--- src/rtl/ctl_ep_pkg.sv ---
package ctl_ep_pkg;
  typedef enum logic [1:0] {TK_SETUP = 2'd0, TK_OUT = 2'd1, TK_IN = 2'd2} tok_e;
  typedef enum logic [2:0] {
    RS_NONE = 3'd0, RS_DATA = 3'd1, RS_ACK = 3'd2, RS_NAK = 3'd3, RS_STALL = 3'd4
  } rsp_e;
  // what to do with the data packet that follows an OUT or SETUP token
  typedef enum logic [1:0] {AR_IDLE, AR_TAKE, AR_NAK, AR_STALL} arm_e;
  // which IN response is waiting for the host handshake
  typedef enum logic [1:0] {IP_IDLE, IP_DATA, IP_STATUS} pend_e;
endpackage

--- src/rtl/ctl_ep_fifo.sv ---
module ctl_ep_fifo #(
  parameter int DEPTH = 16,
  parameter int DW    = 8,
  parameter int CNT_W = 5
) (
  input  logic             clk,
  input  logic             rst_n,
  input  logic             clr,
  input  logic             rewind,
  input  logic             wr_en,
  input  logic [DW-1:0]    wdata,
  input  logic             rd_en,
  output logic [DW-1:0]    rdata,
  output logic [CNT_W-1:0] level
);
  localparam int AW = (DEPTH > 1) ? $clog2(DEPTH) : 1;
  localparam logic [CNT_W-1:0] FULL = CNT_W'(DEPTH);

  logic [DW-1:0]    mem [DEPTH];
  logic [AW-1:0]    rptr_q, rptr_n;
  logic [CNT_W-1:0] cnt_q, cnt_n;
  logic             wr_ok;

  always_comb begin
    wr_ok  = wr_en && !clr && (cnt_q < FULL);
    cnt_n  = clr ? '0 : cnt_q + CNT_W'(wr_ok);
    rptr_n = rptr_q;
    if (clr || rewind)  rptr_n = '0;
    else if (rd_en)     rptr_n = rptr_q + AW'(1);
  end

  always_ff @(posedge clk or negedge rst_n) begin
    if (!rst_n) begin
      cnt_q  <= '0;
      rptr_q <= '0;
    end else begin
      cnt_q  <= cnt_n;
      rptr_q <= rptr_n;
    end
  end

  always_ff @(posedge clk) begin
    if (wr_ok) mem[cnt_q[AW-1:0]] <= wdata;
  end

  assign rdata = mem[rptr_q];
  assign level = cnt_q;

  // a full buffer does not grow
  p_full_hold_r2: assert property (@(posedge clk) disable iff (!rst_n)
    (cnt_q == FULL && !clr) |=> cnt_q == FULL);
endmodule

--- src/rtl/ctl_ep_ctrl.sv ---
module ctl_ep_ctrl
  import ctl_ep_pkg::*;
#(
  parameter int CNT_W = 5
) (
  input  logic             clk,
  input  logic             rst_n,
  input  logic             ep_en,
  input  logic             tok_valid,
  input  logic [1:0]       tok_kind,
  input  logic             rx_end,
  input  logic             rx_pid1,
  input  logic [CNT_W-1:0] rx_len,
  input  logic             hs_ack,
  input  logic             hs_timeout,
  input  logic             fw_set_txrdy,
  input  logic             fw_set_data_end,
  input  logic             fw_set_stall,
  input  logic             fw_clr_toggle,
  input  logic             fw_ack_rx_out,
  input  logic             fw_ack_rx_setup,
  input  logic             fw_ack_tx_cmp,
  input  logic             fw_ack_stall_sent,
  input  logic [CNT_W-1:0] fifo_level,
  output logic             rx_take,
  output logic             fifo_clr,
  output logic             fifo_rewind,
  output rsp_e             rsp_kind,
  output logic             rsp_pid1,
  output logic [CNT_W-1:0] rsp_len,
  output logic             rx_out,
  output logic             rx_setup,
  output logic             txrdy,
  output logic             tx_cmp,
  output logic             stall_sent,
  output logic             tog,
  output logic             force_stall,
  output logic             dend,
  output logic [CNT_W-1:0] rx_cnt,
  output logic             irq
);
  arm_e             arm_q, arm_n;
  logic             arm_setup_q, arm_setup_n;
  pend_e            pend_q, pend_n;
  rsp_e             rsp_n;
  logic             pid_n;
  logic [CNT_W-1:0] len_n, cnt_n;
  logic             rxo_n, rxs_n, rdy_n, cmp_n, ss_n, tog_n, fs_n, de_n;

  always_comb begin
    arm_n = arm_q;  arm_setup_n = arm_setup_q;  pend_n = pend_q;
    rsp_n = RS_NONE; pid_n = 1'b0; len_n = '0; cnt_n = rx_cnt;
    rxo_n = rx_out; rxs_n = rx_setup; rdy_n = txrdy; cmp_n = tx_cmp;
    ss_n = stall_sent; tog_n = tog; fs_n = force_stall; de_n = dend;
    fifo_clr = 1'b0; fifo_rewind = 1'b0;

    // firmware strobes; hardware events below take precedence
    if (fw_ack_rx_out)     begin rxo_n = 1'b0; if (rx_out)   fifo_clr = 1'b1; end
    if (fw_ack_rx_setup)   begin rxs_n = 1'b0; if (rx_setup) fifo_clr = 1'b1; end
    if (fw_ack_tx_cmp)     cmp_n = 1'b0;
    if (fw_ack_stall_sent) ss_n  = 1'b0;
    if (fw_set_txrdy)      rdy_n = 1'b1;
    if (fw_set_data_end)   de_n  = 1'b1;
    if (fw_set_stall)      fs_n  = 1'b1;
    if (fw_clr_toggle)     tog_n = 1'b0;

    if (ep_en && tok_valid) begin
      arm_n  = AR_IDLE;
      pend_n = IP_IDLE;
      case (tok_kind)
        TK_SETUP: begin
          arm_n = AR_TAKE; arm_setup_n = 1'b1; fifo_clr = 1'b1;
        end
        TK_OUT: begin
          arm_setup_n = 1'b0;
          if (force_stall)              arm_n = AR_STALL;
          else if (rx_out || rx_setup)  arm_n = AR_NAK;
          else begin arm_n = AR_TAKE; fifo_clr = 1'b1; end
        end
        TK_IN: begin
          if (force_stall) begin
            rsp_n = RS_STALL; ss_n = 1'b1;
          end else if (txrdy) begin
            rsp_n = RS_DATA; pid_n = tog; len_n = fifo_level;
            fifo_rewind = 1'b1; pend_n = IP_DATA;
          end else if (dend) begin
            rsp_n = RS_DATA; pid_n = 1'b1; pend_n = IP_STATUS;
          end else begin
            rsp_n = RS_NAK;
          end
        end
        default: ;
      endcase
    end else if (ep_en && rx_end) begin
      arm_n = AR_IDLE;
      case (arm_q)
        AR_TAKE: begin
          rsp_n = RS_ACK;
          if (arm_setup_q) begin
            rxs_n = 1'b1; cnt_n = rx_len; tog_n = 1'b1; fs_n = 1'b0; de_n = 1'b0;
          end else if (rx_pid1 == tog) begin
            rxo_n = 1'b1; cnt_n = rx_len; tog_n = ~tog;
          end
        end
        AR_NAK:   rsp_n = RS_NAK;
        AR_STALL: begin rsp_n = RS_STALL; ss_n = 1'b1; end
        default:  rsp_n = RS_NONE;
      endcase
    end else if (ep_en && hs_ack) begin
      pend_n = IP_IDLE;
      if (pend_q == IP_DATA) begin
        rdy_n = 1'b0; cmp_n = 1'b1; tog_n = ~tog; fifo_clr = 1'b1;
      end else if (pend_q == IP_STATUS) begin
        cmp_n = 1'b1; de_n = 1'b0;
      end
    end else if (ep_en && hs_timeout) begin
      pend_n = IP_IDLE;
    end
  end

  always_ff @(posedge clk or negedge rst_n) begin
    if (!rst_n) begin
      arm_q <= AR_IDLE; arm_setup_q <= 1'b0; pend_q <= IP_IDLE;
      rsp_kind <= RS_NONE; rsp_pid1 <= 1'b0; rsp_len <= '0; rx_cnt <= '0;
      rx_out <= 1'b0; rx_setup <= 1'b0; txrdy <= 1'b0; tx_cmp <= 1'b0;
      stall_sent <= 1'b0; tog <= 1'b0; force_stall <= 1'b0; dend <= 1'b0;
    end else begin
      arm_q <= arm_n; arm_setup_q <= arm_setup_n; pend_q <= pend_n;
      rsp_kind <= rsp_n; rsp_pid1 <= pid_n; rsp_len <= len_n; rx_cnt <= cnt_n;
      rx_out <= rxo_n; rx_setup <= rxs_n; txrdy <= rdy_n; tx_cmp <= cmp_n;
      stall_sent <= ss_n; tog <= tog_n; force_stall <= fs_n; dend <= de_n;
    end
  end

  assign rx_take = ep_en && (arm_q == AR_TAKE);
  assign irq     = rx_out || rx_setup || (tx_cmp && !txrdy);

  p_disabled_quiet_r1: assert property (@(posedge clk) disable iff (!rst_n)
    !ep_en |=> rsp_kind == RS_NONE);
  p_rxout_hold_r2: assert property (@(posedge clk) disable iff (!rst_n)
    (rx_out && !fw_ack_rx_out) |=> rx_out);
  p_rxout_with_ack_r2: assert property (@(posedge clk) disable iff (!rst_n)
    $rose(rx_out) |-> rsp_kind == RS_ACK);
  p_busy_no_take_r3: assert property (@(posedge clk) disable iff (!rst_n)
    (ep_en && tok_valid && tok_kind == TK_OUT && !force_stall && (rx_out || rx_setup))
      |=> !rx_take);
  p_setup_state_r4: assert property (@(posedge clk) disable iff (!rst_n)
    $rose(rx_setup) |-> (tog && !force_stall));
  p_in_nak_r5: assert property (@(posedge clk) disable iff (!rst_n)
    (ep_en && tok_valid && tok_kind == TK_IN && !force_stall && !txrdy && !dend)
      |=> rsp_kind == RS_NAK);
  p_status_zlp_r7: assert property (@(posedge clk) disable iff (!rst_n)
    (ep_en && tok_valid && tok_kind == TK_IN && !force_stall && !txrdy && dend)
      |=> (rsp_kind == RS_DATA && rsp_pid1 && rsp_len == '0));
  p_in_stall_r8: assert property (@(posedge clk) disable iff (!rst_n)
    (ep_en && tok_valid && tok_kind == TK_IN && force_stall)
      |=> (rsp_kind == RS_STALL && stall_sent));
endmodule

--- src/rtl/ctl_ep_engine.sv ---
module ctl_ep_engine
  import ctl_ep_pkg::*;
#(
  parameter int DEPTH = 16,
  parameter int DW    = 8,
  parameter int CNT_W = 5
) (
  input  logic             clk,
  input  logic             rst_n,
  input  logic             ep_en,
  input  logic             tok_valid,
  input  logic [1:0]       tok_kind,
  input  logic             rx_byte_valid,
  input  logic [DW-1:0]    rx_byte,
  input  logic             rx_end,
  input  logic             rx_pid1,
  input  logic [CNT_W-1:0] rx_len,
  input  logic             hs_ack,
  input  logic             hs_timeout,
  input  logic             tx_pop,
  output logic [DW-1:0]    tx_byte,
  output logic             rsp_valid,
  output logic [2:0]       rsp_kind,
  output logic             rsp_pid1,
  output logic [CNT_W-1:0] rsp_len,
  input  logic             fw_fifo_wr,
  input  logic [DW-1:0]    fw_fifo_wdata,
  input  logic             fw_fifo_rd,
  output logic [DW-1:0]    fw_fifo_rdata,
  input  logic             fw_set_txrdy,
  input  logic             fw_set_data_end,
  input  logic             fw_set_stall,
  input  logic             fw_clr_toggle,
  input  logic             fw_ack_rx_out,
  input  logic             fw_ack_rx_setup,
  input  logic             fw_ack_tx_cmp,
  input  logic             fw_ack_stall_sent,
  output logic             st_rx_out,
  output logic             st_rx_setup,
  output logic             st_tx_rdy,
  output logic             st_tx_cmp,
  output logic             st_stall_sent,
  output logic             st_toggle,
  output logic             st_force_stall,
  output logic             st_data_end,
  output logic [CNT_W-1:0] st_rx_cnt,
  output logic             irq
);
  logic             rx_take, fifo_clr, fifo_rewind, host_wr;
  logic [DW-1:0]    fifo_rdata;
  logic [CNT_W-1:0] fifo_level;
  rsp_e             rsp_q;

  assign host_wr = rx_take && rx_byte_valid;

  ctl_ep_fifo #(.DEPTH(DEPTH), .DW(DW), .CNT_W(CNT_W)) u_fifo (
    .clk    (clk),
    .rst_n  (rst_n),
    .clr    (fifo_clr),
    .rewind (fifo_rewind),
    .wr_en  (host_wr || fw_fifo_wr),
    .wdata  (host_wr ? rx_byte : fw_fifo_wdata),
    .rd_en  (tx_pop || fw_fifo_rd),
    .rdata  (fifo_rdata),
    .level  (fifo_level)
  );

  ctl_ep_ctrl #(.CNT_W(CNT_W)) u_ctrl (
    .clk               (clk),
    .rst_n             (rst_n),
    .ep_en             (ep_en),
    .tok_valid         (tok_valid),
    .tok_kind          (tok_kind),
    .rx_end            (rx_end),
    .rx_pid1           (rx_pid1),
    .rx_len            (rx_len),
    .hs_ack            (hs_ack),
    .hs_timeout        (hs_timeout),
    .fw_set_txrdy      (fw_set_txrdy),
    .fw_set_data_end   (fw_set_data_end),
    .fw_set_stall      (fw_set_stall),
    .fw_clr_toggle     (fw_clr_toggle),
    .fw_ack_rx_out     (fw_ack_rx_out),
    .fw_ack_rx_setup   (fw_ack_rx_setup),
    .fw_ack_tx_cmp     (fw_ack_tx_cmp),
    .fw_ack_stall_sent (fw_ack_stall_sent),
    .fifo_level        (fifo_level),
    .rx_take           (rx_take),
    .fifo_clr          (fifo_clr),
    .fifo_rewind       (fifo_rewind),
    .rsp_kind          (rsp_q),
    .rsp_pid1          (rsp_pid1),
    .rsp_len           (rsp_len),
    .rx_out            (st_rx_out),
    .rx_setup          (st_rx_setup),
    .txrdy             (st_tx_rdy),
    .tx_cmp            (st_tx_cmp),
    .stall_sent        (st_stall_sent),
    .tog               (st_toggle),
    .force_stall       (st_force_stall),
    .dend              (st_data_end),
    .rx_cnt            (st_rx_cnt),
    .irq               (irq)
  );

  assign rsp_kind      = rsp_q;
  assign rsp_valid     = (rsp_q != RS_NONE);
  assign tx_byte       = fifo_rdata;
  assign fw_fifo_rdata = fifo_rdata;
endmodule

--- config.mk ---
export PLATFORM = sky130hd
export DESIGN_NAME = ctl_ep_engine
export DESIGN_NICKNAME = d
export VERILOG_FILES = /design/src/rtl/ctl_ep_pkg.sv /design/src/rtl/ctl_ep_fifo.sv /design/src/rtl/ctl_ep_ctrl.sv /design/src/rtl/ctl_ep_engine.sv
export SDC_FILE = /design/constraint.sdc
export NUM_CORES = 1
export LEC_CHECK = 0
export ABC_AREA = 1
export BUFFER_PORTS_ARGS = -buffer_cell sky130_fd_sc_hd__buf_2
export CORE_MARGIN = 1
export CORE_UTILIZATION = 35
export CTS_BUF_LIST = sky130_fd_sc_hd__clkbuf_4 sky130_fd_sc_hd__clkbuf_8 sky130_fd_sc_hd__clkbuf_16
export CTS_CLUSTER_SIZE = 28
export DETAILED_ROUTE_END_ITERATION = 7
export GPL_ROUTABILITY_DRIVEN = 0
export HOLD_SLACK_MARGIN = 0.12
export PLACE_DENSITY = 0.6
export SYNTH_ARGS = -nofsm -noshare
export SYNTH_HDL_FRONTEND = slang
export SYNTH_HIERARCHICAL = 1
export SYNTH_SLANG_ARGS = --single-unit
--- constraint.sdc ---
create_clock -name clk -period 2.4 [get_ports clk]
set_input_delay 0.12 -clock clk [delete_from_list [all_inputs] [get_ports clk]]
set_output_delay 0.12 -clock clk [all_outputs]
set_load 0.02 [all_outputs]
==> results_dict.tcl, run 1 <==
set metrics [dict create \
    post_dp_cell_area_sq_um 8330 \
    coreArea_sq_um 21200 \
    io_buffers 82 \
    fmax_ghz 0.447 \
    yosys.area_share.simple_pct 23.9 \
    path_clk_slew_ns 0.06 \
    drc 0 \
    cts.root.buffer_cell "clkbuf_16" \
    synth-main-ff-cell "edfxtp_1" \
    first_global_vias 5377 \
    ioPinCount 83 \
    regArea_sq_um 4750 \
    finalHoldViolations 0 \
    peakVddDrop_mv 0.607 \
    clk_latency_ns 0.42 \
    status "finished clean" \
    antenna_found_initial 3 \
    worst_pin_slew_ns 0.867 \
    path_class "reg -> out" \
    fp-row-count 53 \
    hp-class "in -> reg" \
    synth_area_per_cell_sq_um 9.62 \
    post_drt_wl_per_cell_microns 16.1 \
    layout_min_cycle_time_ns 2.24 \
    end_kind "primary output" \
    crit_fanout 20 \
    grt_overflow 0 \
    fin_nets 965 \
    synth_xor_area_share_pct 0 \
    arrival_ns 2.12 \
    synthDistinctLibCells 31 \
    drt-pass1-iter-count 4 \
    postLayoutCoreUtil_pct 43.7 \
    cap_viol_max_count 0 \
    critPathRequiredTime_ns 2.28 \
    synth-seq-area-share_pct 62.6 \
    grt_max_degree 67 \
    fin_crit_sh_pct 93.3 \
    muxShareOfSynthArea_pct 0 \
    ys_ff_latch 164 \
    cp-start-kind "flip-flop" \
    synth_top_family_by_area "simple AND/OR/NAND/NOR gates" \
    yosys_warnings 6 \
    powerDensity_nw_per_um2 986 \
    relSlewSlack_pct 42.2 \
    dieArea_sq_um 22300 \
    final_area_sq_um 9240 \
    clk_path_buf_depth 2 \
    clkSinkCount 164 \
    syn_nets 838 \
    num_vias 5631 \
    wirelength_mm 19.3 \
    drt_iter0_drc 336 \
    crit_top_cell "nand3_1" \
    grt_usage_pct 18.4 \
    synthAdderAreaFrac_pct 1.15 \
    slew_violations 0 \
    cp_top_family "buffers and inverters" \
    place_hpwl_mm 12.8 \
    path_buf_inv 3 \
    start_util_pct 35.8 \
    grt_pass1_wl_mm 30.0 \
    vias_per_cell 4.68 \
    die-width_microns 149 \
    num_antenna_cells 0 \
    cts_made_buffers 17 \
    fillers 2069 \
    p_leak_nw 4.34 \
    async_flop_share_pct 22.0 \
    crit_chain "clkinv_2 > buf_4 > nand2_1 > nand3_1 > nand3_1 > nand3_1 > nand2_1 > buf_2" \
    synth-compound-area-share_pct 1.98 \
    slowest_delay_ns 0.38 \
    fin_worst_skew_ns 0.00798 \
    synth_edf_count 128 \
    fp.dieH_microns 149 \
    multi_input_area_sq_um 2070 \
    setup_violations 0 \
    crit_slowest_cell "dfrtp_2" \
    ant_nets 0 \
    htree_levels 4 \
    drive_gt1_share_pct 18.6 \
    area_growth_syn_to_layout_pct 21.9 \
    cts_tree "done" \
    synthesis.area_sq_um 7580 \
    synthCells 788 \
]
==> synthesized netlist by cell type, types with 3 or more instances <==
cell type | instances | area share (%)
buf_6 | 6 | 0.89
nor2_1 | 36 | 1.8
ha_1 | 7 | 1.2
edfxtp_1 | 128 | 51
inv_2 | 6 | 0.30
nand2_4 | 4 | 0.59
inv_1 | 134 | 6.6
nand2_1 | 234 | 12
buf_4 | 15 | 1.5
a21oi_1 | 5 | 0.33
nor2_2 | 6 | 0.50
nand4_1 | 4 | 0.33
o22ai_1 | 5 | 0.41
o21ai_1 | 3 | 0.20
o211ai_1 | 3 | 0.30
buf_2 | 11 | 0.73
o21ai_0 | 8 | 0.53
nand3_1 | 122 | 8.1
dfrtp_1 | 36 | 12
==> cell type report <==
| class | count | area share [%] |
|---|---|---|
| Clock buffer | 22 | 5.46 |
| Clock inverter | 10 | 0.758 |
| Inverter | 143 | 5.86 |
| Multi-Input combinational cell | 446 | 22.4 |
| Sequential cell | 164 | 51.3 |
| Tap cell | 275 | 3.72 |
| Timing Repair Buffer | 143 | 10.4 |
==> through the flow <==
stage          total power [mW]  cells  hold slack (ns)  TNS (ns)  worst slack, ns
2_1_floorplan              5.72    788           -0.176         0            0.245
3_3_place_gp               6.50   1140            0.281         0            0.101
3_5_place_dp               6.52   1140            0.293         0           0.0415
4_1_cts                    9.15   1203            0.144         0           0.0351
5_1_grt                    9.62   1203            0.181    -0.122          -0.0158
6_report                   9.11   1203            0.169         0            0.161
==> registers in the layout, summed over array words and instances, names as in the netlist, 2 cells and up <==
register         flops
u_fifo/mem         128
u_ctrl/rsp_kind      3
u_ctrl/arm_q         2
u_fifo/rptr_q        4
u_ctrl/pend_q        2
u_ctrl/rsp_len       5
u_ctrl/rx_cnt        5
u_fifo/level         5
==> metal layers <==
| layer | track usage [%] | routed length [microns] | share of wire (%) |
|---|---|---|---|
| met4 | 4.34 | 210 | 1.1 |
| met2 | 29.2 | 9070 | 47 |
| met5 | 0 | 13 | 0.067 |
| met3 | 4.37 | 1160 | 6.0 |
| met1 | 25.2 | 8860 | 46 |
==> cells in the final DEF, fill, tap and decap left out, types with 5 or more instances in the layout <==
master and instances:
clkbuf_16 19, edfxtp_1 128, inv_1 134, nor2_1 35, a21oi_1 5, dfrtp_1 35, clkinv_2 6, inv_2 5
nor2_2 7, buf_2 82, buf_4 28, nand3_1 118, o21ai_0 8, dlygate4sd3_1 31, ha_1 7, nand2_1 234
o22ai_1 5
==> kinds of logic after synthesis <==
| family | Yosys count |
|---|---|
| flops | 164 |
| fa+ha+maj | 7 |
| compound gates | 26 |
| buf+inv | 178 |
| simple gates | 413 |
==> worst paths after layout <==
kind,start,to,slack (ns),cells after the start
worst min-delay path,hs_ack,u_ctrl/tx_cmp$_DFF_PN0_,0.17,5
max in group asynchronous,rst_n,u_fifo/rptr_q[0]$_DFFE_PN0P_,1.45,2
worst min register to register,u_ctrl/rx_cnt[0]$_DFFE_PN0P_,u_ctrl/rx_cnt[0]$_DFFE_PN0P_,0.48,2
min in group asynchronous,rst_n,u_ctrl/rx_cnt[0]$_DFFE_PN0P_,0.34,2
worst max register to register,u_ctrl/arm_q[1]$_DFFE_PN0P_,u_fifo/mem[1][3]$_DFFE_PP_,0.17,11
worst max-delay path,u_fifo/rptr_q[0]$_DFFE_PN0P_,fw_fifo_rdata[0],0.16,8
==> where the power goes <==
group | switching (mW) | internal [mW] | leakage [nW]
combinational | 2.07 | 0.889 | 2.43
sequential | 0.171 | 3.40 | 1.62
clock | 1.09 | 1.50 | 0.292
total | 3.33 | 5.78 | 4.34
==> worst min-delay path, delay by kind of cell <==
family | cells | cell delay [ns]
AOI/OAI and AO/OA | 1 | 0.10
buffers and inverters | 1 | 0.11
and+or+nand+nor | 3 | 0.22
==> timing repair <==
action / 4_1_cts / 5_1_grt
setup endpoints to repair: 0 / 144
resized for setup: 0 / 7
hold endpoints to repair: 57 / 0
setup buffers: 0 / 0
hold buffers: 31 / 0
No activity file was read; power rests on OpenSTA's default activity.
==> run 2, diff against run 1 <==
==> constraint.sdc (replaced) <==
create_clock -name clk -period 2.4 [get_ports clk]
set_input_delay 0.12 -clock clk [delete_from_list [all_inputs] [get_ports clk]]
set_output_delay 0.12 -clock clk [all_outputs]
set_load 0.05 [all_outputs]
==> run 2 against run 1 <==
Compared with the run above: combinational power rose by 24%; die area did not move; core utilization rose by 0.24 points; power rose by 11%; count of clock-buffer cells in the layout fell by 5; sequential share of layout area fell by 0.28 points; fmax rose by 0.65%; critical path depth rose by 1; register-to-register slack improved by 0.07 ns; sequential cell count did not move; critical path type unchanged; via count fell by 0.78%; critical endpoint is now fw_fifo_rdata[5]; first-iteration DRC count fell by 2.1%; highest routed layer is now met4.
==> results_dict.tcl, run 2 (synthesis gave the netlist of run 1 again) <==
set metrics [dict create \
    drt_iter0_drc 329 \
    finalHoldViolations 0 \
    grt_overflow 0 \
    route.met3.wl_mm 1.24 \
    fin_crit_sh_pct 92.7 \
    slowest_delay_ns 0.44 \
    wirelength_mm 18.8 \
    worst_pin_slew_ns 0.889 \
    relSlewSlack_pct 40.7 \
    coreArea_sq_um 21200 \
    path_class "reg -> out" \
    final_area_sq_um 9290 \
    grt_pass1_wl_mm 29.7 \
    path_buf_inv 3 \
    drt-pass1-iter-count 5 \
    dieArea_sq_um 22300 \
    cts_tree "done" \
    ant_nets 0 \
    clkSinkCount 164 \
    fmax_ghz 0.450 \
    slew_violations 0 \
    hp-class "in -> reg" \
    crit_fanout 34 \
    setup_violations 0 \
    place_ws_ns 0.0583 \
    die-width_microns 149 \
    setup_slack_ns 0.176 \
    multi_input_area_sq_um 2080 \
    arrival_ns 2.10 \
    reg2reg_depth 11 \
    fin_nets 963 \
    p_leak_nw 4.35 \
    cp_top_family "buffers and inverters" \
    first_global_vias 5424 \
    antenna_found_initial 0 \
    peakVddDrop_mv 0.558 \
    vias_per_cell 4.65 \
    grt_setup_unrepaired "no" \
    post_drt_wl_per_cell_microns 15.7 \
    cap_viol_max_count 0 \
    instances_no_fill 1202 \
    drc 0 \
    critPathRequiredTime_ns 2.28 \
    clk_latency_ns 0.42 \
    num_vias 5587 \
    ioPinCount 83 \
    cp-start-kind "flip-flop" \
    postLayoutCoreUtil_pct 43.9 \
    dp_cells 1141 \
    powerDensity_nw_per_um2 1090 \
    layout_commonest_cell "nand2_1" \
    start_util_pct 35.8 \
    cts_made_buffers 17 \
    hold_depth 4 \
    regArea_sq_um 4750 \
    highest_layer "met4" \
    setup-tns-final_ns 0 \
    htree_levels 4 \
    drive_gt1_share_pct 18.6 \
    largest_reg_flops 128 \
    fp.dieH_microns 149 \
    post_dp_cell_area_sq_um 8350 \
    crit_top_cell "nand2_1" \
    route.met2.wl_mm 8.63 \
    layout_min_cycle_time_ns 2.22 \
    grt_usage_pct 18.1 \
    power_mw 10.1 \
    fp-row-count 53 \
    layout_common_cells "nand2_1 (234), inv_1 (134), edfxtp_1 (128)" \
    wl_met1_mm 8.61 \
    cts.root.buffer_cell "clkbuf_16" \
    end_kind "primary output" \
    status "finished clean" \
    fillers 2064 \
    cp.depth 9 \
    clk_path_buf_depth 2 \
    path_clk_slew_ns 0.06 \
    hold_slack_ns 0.129 \
    fin_worst_skew_ns 0.00887 \
    crit_chain "inv_4 > buf_12 > nand2_1 > nand2_1 > nand2_1 > nand3_1 > nand3_1 > nand2_1 > buf_2" \
    crit_slowest_cell "dfrtp_2" \
    area_growth_syn_to_layout_pct 22.5 \
    io_buffers 82 \
    grt_max_degree 67 \
    place_hpwl_mm 12.6 \
]
-- run 2: changes by cell type in the layout (fill, tap and decap cells not counted), sizes merged --
cell,change
buf,+1
bufinv,+4
clkbuf,-5
clkinv,-3
clkinvlp,+2
diode,+1
dlygate4sd3,-3
inv,+2
-- run 2: worst paths after layout --
check / startpoint / to / slack (ns)
hold reg to reg: u_ctrl/rx_cnt[4]$_DFFE_PN0P_ / u_ctrl/rx_cnt[4]$_DFFE_PN0P_ / 0.48
setup / recovery: u_fifo/rptr_q[0]$_DFFE_PN0P_ / fw_fifo_rdata[5] / 0.18
setup reg to reg: u_ctrl/arm_q[1]$_DFFE_PN0P_ / u_fifo/mem[5][7]$_DFFE_PP_ / 0.24
min in group asynchronous: rst_n / u_ctrl/rx_cnt[4]$_DFFE_PN0P_ / 0.36
hold / removal: fw_fifo_rd / u_fifo/rptr_q[1]$_DFFE_PN0P_ / 0.13
max in group asynchronous: rst_n / u_fifo/rptr_q[0]$_DFFE_PN0P_ / 1.41
-- run 2: cell type report --
| class | count | share of cell area, % |
|---|---|---|
| well taps | 275 | 3.70 |
| flip-flops and latches | 164 | 51.1 |
| inverters | 143 | 5.84 |
| clock inverters | 15 | 2.19 |
| clock buffers | 17 | 4.58 |
| repair buffers | 141 | 10.2 |
| diodes | 1 | 0.0269 |
| multi-input cells | 446 | 22.4 |
-- run 2: per-layer routing --
metal	GRT usage (%)	vias up
li1	-	2770
met1	24.7	2601
met2	28.5	196
met3	4.34	20
met4	5.56	0
met5	0	-
-- run 2: timing repair --
item,CTS,global route
hold endpoints to repair,56,0
setup endpoints to repair,0,146
buffers inserted,0,0
resized for setup,0,8
hold buffers,28,0
-- run 2: power by group --
part	internal, mW	total [mW]	leakage, nW	switching, mW
clock network	1.75	2.86	0.300	1.11
registers	3.39	3.56	1.62	0.167
logic	0.911	3.67	2.43	2.76
total	6.05	10.1	4.35	4.04
-- run 2: worst reg2reg max path: stages (launching register included) --
cell and delay (ns):
dfrtp_1 0.41, inv_1 0.09, ha_1 0.17, nand2_1 0.06, inv_1 0.16, nand2_8 0.09
nand2_1 0.07, nand2_1 0.08, nor2_4 0.17, nand3_2 0.22, nor2_1 0.17, buf_4 0.19
==> run 3, diff against run 2 <==
--- a/config.mk
+++ b/config.mk
@@ -7,7 +7,7 @@
 export LEC_CHECK = 0
 export ABC_AREA = 1
 export BUFFER_PORTS_ARGS = -buffer_cell sky130_fd_sc_hd__buf_2
-export CORE_MARGIN = 1
+export CORE_MARGIN = 2
 export CORE_UTILIZATION = 35
 export CTS_BUF_LIST = sky130_fd_sc_hd__clkbuf_4 sky130_fd_sc_hd__clkbuf_8 sky130_fd_sc_hd__clkbuf_16
 export CTS_CLUSTER_SIZE = 28
==> run 3 against run 2 <==
Compared with the run above: count of clock-buffer cells in the layout unchanged; final cell count up 0.50%; wire length up 1.5%; die area up 2.7%; combinational power about the same; hold slack better by 0.028 ns; global-route usage down 0.48 points; largest cell class unchanged.
==> results_dict.tcl, run 3 (synthesis gave the netlist of run 1 again) <==
set metrics [dict create \
    status "finished clean" \
    worstReg2RegStart "u_ctrl/arm_q[1]$_DFFE_PN0P_" \
    area_growth_syn_to_layout_pct 22.7 \
    setup-tns-final_ns 0 \
    cts_tree "done" \
    grt_setup_unrepaired "no" \
    powerDensity_nw_per_um2 1070 \
    setup_slack_ns 0.169 \
    drt_iter0_drc 318 \
    crit_fanout 17 \
    post_cts_buffers 0 \
    p_leak_nw 4.35 \
    path_class "reg -> out" \
    fmax_ghz 0.448 \
    post_drt_wl_per_cell_microns 15.8 \
    r2r_slack_ns 0.25 \
    htree_levels 4 \
    postLayoutCoreUtil_pct 44.0 \
    ant_nets 0 \
    layout_min_cycle_time_ns 2.23 \
    cp-start-kind "flip-flop" \
    start_util_pct 35.8 \
    largest_reg_flops 128 \
    grt_max_degree 67 \
    fin_crit_sh_pct 92.9 \
    layout_common_cells "nand2_1 (234), inv_1 (134), edfxtp_1 (128)" \
    dieArea_sq_um 22900 \
    drc 0 \
    r2r_end "u_fifo/mem[0][4]$_DFFE_PP_" \
    ioPinCount 83 \
    cts.root.buffer_cell "clkbuf_16" \
    wirelength_mm 19.1 \
    critPathRequiredTime_ns 2.28 \
    fillers 1992 \
    cts_made_buffers 17 \
    fp-row-count 53 \
    clk_latency_ns 0.43 \
    grt_overflow 0 \
    reg2reg_depth 11 \
    die-width_microns 151 \
    finalHoldViolations 0 \
    io_buffers 82 \
    end_kind "primary output" \
    critPathCapture "tx_byte[0]" \
    drive_gt1_share_pct 18.6 \
    relSlewSlack_pct 42.3 \
    arrival_ns 2.11 \
    peakVddDrop_mv 0.636 \
    drt-pass1-iter-count 7 \
    post_dp_cell_area_sq_um 8350 \
    first_global_vias 5572 \
    fin_nets 967 \
    slew_violations 0 \
    grt_pass1_wl_mm 29.7 \
    fin_worst_skew_ns 0.00510 \
    layout_commonest_cell "nand2_1" \
    path_clk_slew_ns 0.07 \
    hp-class "in -> reg" \
    setup_violations 0 \
    grt_usage_pct 17.6 \
    cap_viol_max_count 0 \
    antenna_found_initial 3 \
    place_ws_ns 0.0470 \
    fp.dieH_microns 151 \
    vias_per_cell 4.66 \
    coreArea_sq_um 21200 \
    clkSinkCount 164 \
    cp-startpoint "u_fifo/rptr_q[1]$_DFFE_PN0P_" \
    final_area_sq_um 9300 \
    worst_pin_slew_ns 0.866 \
    place_hpwl_mm 12.5 \
    clk_path_buf_depth 2 \
    num_vias 5631 \
]
-- run 3: cell types whose count changed in the layout (fill, tap and decap cells not counted) --
| cell | previous run | this run |
|---|---|---|
| inv_6 | 3 | 6 |
| diode_2 | 1 | 3 |
| bufinv_16 | 4 | 2 |
| dlygate4sd3_1 | 28 | 32 |
| clkinv_2 | 1 | 2 |
| inv_8 | 0 | 2 |
| clkinv_1 | 3 | 2 |
| clkinv_4 | 4 | 1 |
-- run 3: where the power goes --
| group | total (mW) | switching (mW) | internal, mW |
|---|---|---|---|
| combinational | 3.68 | 2.77 | 0.916 |
| sequential | 3.56 | 0.166 | 3.39 |
| clock | 2.75 | 1.19 | 1.56 |
-- run 3: critical path: stages (launching register included) --
cell     delay [ns]
dfrtp_1        0.40
inv_2          0.25
buf_4          0.28
nand3_1        0.10
nand3_1        0.13
nand3_1        0.10
nand2_1        0.14
buf_2          0.29
-- run 3: timing repair --
item / in CTS / in global routing
setup endpoints to repair: 0 / 138
hold endpoints to repair: 57 / 0
gates resized for setup: 0 / 8
hold buffers: 32 / 0
-- run 3: through the flow --
step                      power, mW  cells  hold WS, ns
final                          9.99   1208        0.156
after floorplan                6.44    788       -0.176
after global placement         7.21   1141        0.273
after global routing           10.5   1206        0.159
after CTS                      10.0   1205        0.126
after detailed placement       7.23   1141        0.279
-- run 3: how the worst min path moves through the flow --
stage,cells past startpoint,endpoint,startpoint
floorplan,0,u_ctrl/arm_q[0]$_DFFE_PN0P_,rst_n
global placement,1,u_ctrl/rx_cnt[1]$_DFFE_PN0P_,rst_n
detailed placement,1,u_ctrl/rx_cnt[1]$_DFFE_PN0P_,rst_n
CTS,5,u_ctrl/tx_cmp$_DFF_PN0_,hs_ack
global route,5,u_ctrl/tx_cmp$_DFF_PN0_,hs_ack
finish,5,u_ctrl/tx_cmp$_DFF_PN0_,hs_ack
-- run 3: metal layers --
layer	GRT usage (%)	share of wire, %	vias to the layer above
met3	4.55	7.4	41
met1	22.9	44	2606
met5	0	0.063	-
met4	7.15	2.7	2
met2	28.2	46	215
li1	-	-	2767
-- run 3: layout make-up --
type                            instances  area, sq um  area share (%)
Antenna cell                            3         7.51          0.0807
Clock buffer                           17          425            4.57
Clock inverter                         15          168            1.80
Inverter                              143          543            5.84
Multi-Input combinational cell        446         2080            22.4
Sequential cell                       164         4750            51.0
Tap cell                              275          344            3.70
Timing Repair Buffer                  145          988            10.6
